File: config.mk
export PLATFORM = sky130hd
export DESIGN_NAME = smm_irq_gate
export DESIGN_NICKNAME = d
export VERILOG_FILES = /design/src/rtl/smm_gate_pkg.sv /design/src/rtl/smm_nmi_edge.sv /design/src/rtl/smm_mode_ctl.sv /design/src/rtl/smm_nmi_hold.sv /design/src/rtl/smm_grant.sv /design/src/rtl/smm_irq_gate.sv
export SDC_FILE = /design/constraint.sdc
export NUM_CORES = 1
export LEC_CHECK = 0
export BUFFER_PORTS_ARGS = -buffer_cell sky130_fd_sc_hd__buf_2
export CAP_MARGIN = 10
export CORE_AREA = 2 2 39 41
export CTS_CLUSTER_DIAMETER = 50
export DETAILED_ROUTE_END_ITERATION = 8
export DIE_AREA = 0 0 41 43
export PLACE_DENSITY = 0.45
export SYNTH_ARGS = -nofsm -noshare
export SYNTH_HDL_FRONTEND = slang
export SYNTH_SLANG_ARGS = --single-unit
File: constraint.sdc
create_clock -name clk -period 1.35 [get_ports clk]
set_input_delay 0 -clock clk [delete_from_list [all_inputs] [get_ports clk]]
set_output_delay 0 -clock clk [all_outputs]
set_load 0.01 [all_outputs]
File: src/rtl/smm_gate_pkg.sv
package smm_gate_pkg;
  typedef enum logic [1:0] {
    MODE_NORMAL   = 2'd0,
    MODE_SMM_HOLD = 2'd1,
    MODE_SMM_OPEN = 2'd2
  } gate_mode_e;
endpackage

File: src/rtl/smm_nmi_edge.sv
module smm_nmi_edge (
  input  logic clk,
  input  logic rst_n,
  input  logic req_i,
  output logic rise_o
);
  logic prev_q;
  always_ff @(posedge clk or negedge rst_n) begin
    if (!rst_n) prev_q <= 1'b0;
    else        prev_q <= req_i;
  end
  assign rise_o = req_i & ~prev_q;
endmodule

File: src/rtl/smm_mode_ctl.sv
module smm_mode_ctl
  import smm_gate_pkg::*;
(
  input  logic clk,
  input  logic rst_n,
  input  logic smi_enter_i,
  input  logic rsm_i,
  input  logic iret_i,
  output logic entry_ok_o,
  output logic nmi_blocked_o,
  output logic in_smm_o
);
  gate_mode_e mode_q, mode_d;

  assign entry_ok_o = smi_enter_i && (mode_q == MODE_NORMAL);

  always_comb begin
    mode_d = mode_q;
    unique case (mode_q)
      MODE_NORMAL:   if (smi_enter_i) mode_d = MODE_SMM_HOLD;
      MODE_SMM_HOLD: if (rsm_i) mode_d = MODE_NORMAL;
                     else if (iret_i) mode_d = MODE_SMM_OPEN;
      MODE_SMM_OPEN: if (rsm_i) mode_d = MODE_NORMAL;
      default:       mode_d = MODE_NORMAL;
    endcase
  end

  always_ff @(posedge clk or negedge rst_n) begin
    if (!rst_n) mode_q <= MODE_NORMAL;
    else        mode_q <= mode_d;
  end

  assign nmi_blocked_o = (mode_q == MODE_SMM_HOLD) || entry_ok_o;
  assign in_smm_o      = (mode_q != MODE_NORMAL);
endmodule

File: src/rtl/smm_nmi_hold.sv
module smm_nmi_hold (
  input  logic clk,
  input  logic rst_n,
  input  logic rise_i,
  input  logic blocked_i,
  input  logic taken_i,
  output logic pend_o
);
  logic pend_q;
  always_ff @(posedge clk or negedge rst_n) begin
    if (!rst_n)                      pend_q <= 1'b0;
    else if (taken_i)                pend_q <= 1'b0;
    else if (rise_i && blocked_i)    pend_q <= 1'b1;
  end
  assign pend_o = pend_q;
endmodule

File: src/rtl/smm_grant.sv
module smm_grant (
  input  logic nmi_rise_i,
  input  logic nmi_pend_i,
  input  logic nmi_blocked_i,
  input  logic entry_ok_i,
  input  logic intr_req_i,
  input  logic if_flag_i,
  input  logic tf_flag_i,
  input  logic swint_req_i,
  output logic nmi_take_o,
  output logic intr_take_o,
  output logic swint_take_o,
  output logic step_trap_o
);
  always_comb begin
    nmi_take_o   = !nmi_blocked_i && (nmi_pend_i || nmi_rise_i);
    intr_take_o  = intr_req_i && if_flag_i && !entry_ok_i && !nmi_take_o;
    swint_take_o = swint_req_i;
    step_trap_o  = tf_flag_i && !entry_ok_i;
  end
endmodule

File: src/rtl/smm_irq_gate.sv
module smm_irq_gate (
  input  logic clk,
  input  logic rst_n,
  input  logic smi_enter_i,
  input  logic rsm_i,
  input  logic iret_i,
  input  logic nmi_req_i,
  input  logic intr_req_i,
  input  logic swint_req_i,
  input  logic if_flag_i,
  input  logic tf_flag_i,
  output logic nmi_take_o,
  output logic intr_take_o,
  output logic swint_take_o,
  output logic clr_if_o,
  output logic clr_tf_o,
  output logic clr_dbg_o,
  output logic step_trap_o,
  output logic in_smm_o,
  output logic nmi_pend_o
);
  logic nmi_rise, entry_ok, nmi_blocked;

  smm_nmi_edge u_edge (
    .clk(clk), .rst_n(rst_n), .req_i(nmi_req_i), .rise_o(nmi_rise)
  );

  smm_mode_ctl u_mode (
    .clk(clk), .rst_n(rst_n), .smi_enter_i(smi_enter_i), .rsm_i(rsm_i),
    .iret_i(iret_i), .entry_ok_o(entry_ok), .nmi_blocked_o(nmi_blocked),
    .in_smm_o(in_smm_o)
  );

  smm_nmi_hold u_hold (
    .clk(clk), .rst_n(rst_n), .rise_i(nmi_rise), .blocked_i(nmi_blocked),
    .taken_i(nmi_take_o), .pend_o(nmi_pend_o)
  );

  smm_grant u_grant (
    .nmi_rise_i(nmi_rise), .nmi_pend_i(nmi_pend_o),
    .nmi_blocked_i(nmi_blocked), .entry_ok_i(entry_ok),
    .intr_req_i(intr_req_i), .if_flag_i(if_flag_i), .tf_flag_i(tf_flag_i),
    .swint_req_i(swint_req_i), .nmi_take_o(nmi_take_o),
    .intr_take_o(intr_take_o), .swint_take_o(swint_take_o),
    .step_trap_o(step_trap_o)
  );

  assign clr_if_o  = entry_ok;
  assign clr_tf_o  = entry_ok;
  assign clr_dbg_o = entry_ok;
endmodule

==> reports/qor.csv <==
stage,metric,value,unit
worst_setup_path,cp-start-kind,flip-flop,
logic_synthesis,synth.most_common_cell,nor2_1,
floorplan,fp-row-count,14,
global_route,overflow,0,
worst_setup_path,critPathKind,reg2out,
worst_setup_path,path_cells,"or2_1, nor2_2, nor2b_1, buf_2",
logic_synthesis,synth.largest_area_cell,dfrtp_1,
placement,post-place-ws,0.3385,ns
worst_setup_path,crit_buf_inv,1,
logic_synthesis,synth_top_area_share,43.01,%
final_layout,nets,57,
sta,hold_viol,0,
global_route,grt_start_max_net_pins,9,
clock_network,cts_tree,done,
routing,num_vias,243,
sta,finalSetupTns,0,ns
worst_setup_path,worstPathRequired,1.35,ns
sta,finalClockSkew,0.0006028,ns
final_layout,drive_gt1_share,46.67,%
worst_setup_path,cp.arrival,1.25,ns
pwr,cellPowerDensity,1130,mW/mm2
logic_synthesis,synth_top_family_by_area,simple AND/OR/NAND/NOR gates,
routing,vias_per_cell,3.984,
worst_setup_path,critPathTopFamily,simple AND/OR/NAND/NOR gates,
sta,fin_crit_sh,92.75,%
floorplan,die_x,41,um
global_route,track_usage,8.258,%
clock_network,clock-sinks,4,
placement,numPlacedInstances,55,
placement,place_congestion,0.6545,
pwr,vdd_ir_drop_max,0.2116,mV
worst_setup_path,slowest_delay,0.43,ns
sta,tightest_slew,0.2580,ns
sta,hold_ws,0.0001204,ns
worst_setup_path,slowest_stage,dfrtp_1,
floorplan,die_area,0.001763,mm2
status,status,completed,
global_route,grt_pass1_vias,221,
logic_synthesis,synthMuxAreaShare,4.301,%
routing,drcViolationCount,0,
final_layout,layoutNonFillerInstCount,61,
worst_setup_path,cp-end-kind,output port,
sta,fin_ws,0.09790,ns
worst_hold_path,hp-class,in2out,
routing,wirelength,544,um
logic_synthesis,ys_top_cells_by_area,"dfrtp_1 43%, buf_4 9.7%, nor2_1 8.1%, nand2b_1 5.4%, a21oi_1 4.3%",
sta,maxSlewViolCount,0,
logic_synthesis,yosys.cell_types.count,14,
run,cap_violations,0,
logic_synthesis,synth_fa_ha_area_share,0,%
logic_synthesis,avgSynthCellArea,8.951,um2
clock_network,cts_buffers,3,
clock_network,path_clk_slew,0.04,ns
clock_network,clk_latency,0.24,ns
final_layout,area_growth,56.45,%
clock_network,htree_levels,1,
logic_synthesis,synthesis.nets,36,
placement,port_buffers,16,
logic_synthesis,synth_compound_area_share,8.602,%
sta,setup_viol,0,
clock_network,clk_path_buf_depth,2,
logic_synthesis,ys_seq_area_share,43.01,%
logic_synthesis,synth-main-ff-cell,dfrtp_1,
routing,initialDrtViolationCount,6,
logic_synthesis,synth_area,232.7,um2
routing,antenna_left,0,
logic_synthesis,synth_edf_count,0,
floorplan,pin_count,19,
sta,rsz0062_at_grt,false,
logic_synthesis,synthXorXnorAreaFrac,0,%
sta,max_freq,798.7,MHz
sta,maxSlewHeadroom,82.80,%
floorplan,core,0.001384,mm2
logic_synthesis,yosys.area_share.simple,31.18,%
logic_synthesis,yosys-top-cells-count,"5 x nor2_1, 4 x dfrtp_1, 3 x buf_4",
logic_synthesis,yosys_warnings,0,
clock_network,cts_root_buf,clkbuf_4,
floorplan,start_util,16.82,%
logic_synthesis,synth_cells,26,
routing,detail_route.wl_per_cell,8.918,um
logic_synthesis,ys_async_sr_fraction,100.0,%
logic_synthesis,synth_seq_cells,4,
routing,dr.pass1.iters,4,
pwr,power.leakage,0.2024,nW
floorplan,die_y,43,um
worst_setup_path,critPathMaxFanout,6,
global_route,antenna_found_initial,0,
sta,layout_min_cycle_time,1.252,ns
final_layout,diodes,0,
global_route,grt_pass1_wl,869,um
[worst reg2reg max path, cell delays in order (launching register included)]
cell	delay, ns
dfrtp_1	0.37
a21oi_1	0.23
nor3_1	0.09
[repair_timing]
item	CTS	global route
setup buffers	0	0
setup endpoints to repair	0	1
hold endpoints to repair	6	0
hold buffers	3	0
resized for setup	0	1
[per-layer routing]
layer	wire (um)	GRT usage (%)
met2	308	11.25
met4	23	12.00
met5	0	0
met3	29	3.141
met1	182	7.143
[final timing paths]
path                                       start  slack [ns]               end  cells after the start
worst min register to register  u_mode.mode_q[1]        0.51  u_mode.mode_q[0]                      1
worst max register to register     u_hold.pend_o        0.53     u_hold.pend_o                      2
min in group asynchronous                  rst_n        0.10  u_mode.mode_q[0]                      2
max in group asynchronous                  rst_n        1.13  u_mode.mode_q[1]                      2
worst max-delay path            u_mode.mode_q[0]         0.1       step_trap_o                      4
worst min-delay path                 swint_req_i      0.0001      swint_take_o                      0
[cell usage in the layout (no fill, tap or decap), drive strengths merged]
master	n
a21oi	2
a41o	1
and4b	1
buf	16
clkbuf	3
dfrtp	4
dlygate4sd3	3
inv	2
mux2i	1
nand2b	2
nand3b	1
nor2	6
nor2b	1
nor3	1
or2	1
[power breakdown]
part / internal, W / switching (W) / leakage (nW) / total, W
sequential: 0.000134 / 0.0000141 / 0.0487 / 0.000148
clock: 0.0000996 / 0.0000513 / 0.0138 / 0.000151
combinational: 0.0000566 / 0.0000556 / 0.140 / 0.000112
[through the flow]
| stage | power [W] | cell area (um2) | utilization (%) |
|---|---|---|---|
| 3_3_place_gp | 0.0002570 | 310.3 | 22.42 |
| 6_report | 0.0004114 | 364.1 | 26.31 |
| 2_1_floorplan | 0.0002170 | 232.7 | - |
| 4_1_cts | 0.0004200 | 362.8 | 26.22 |
| 3_5_place_dp | 0.0002572 | 310.3 | 22.42 |
| 5_1_grt | 0.0004442 | 364.1 | 26.31 |
[cell type report]
cell class | instances | area, um2
Clock buffer | 3 | 22.52
Fill cell | 160 | 1020
Inverter | 2 | 7.507
Multi-Input combinational cell | 17 | 102.6
Sequential cell | 4 | 101.3
Tap cell | 16 | 20.02
Timing Repair Buffer | 19 | 110.1
[kinds of logic after synthesis]
group           Yosys count
buf+inv                   5
flops                     4
simple gates             13
mux                       1
compound gates            3
[flip-flops by register name (all words and copies together), names as in the netlist]
register	count
u_mode.mode_q	2
u_edge.prev_q	1
u_hold.pend_o	1
Note: power is estimated with default switching activity, not from simulation.
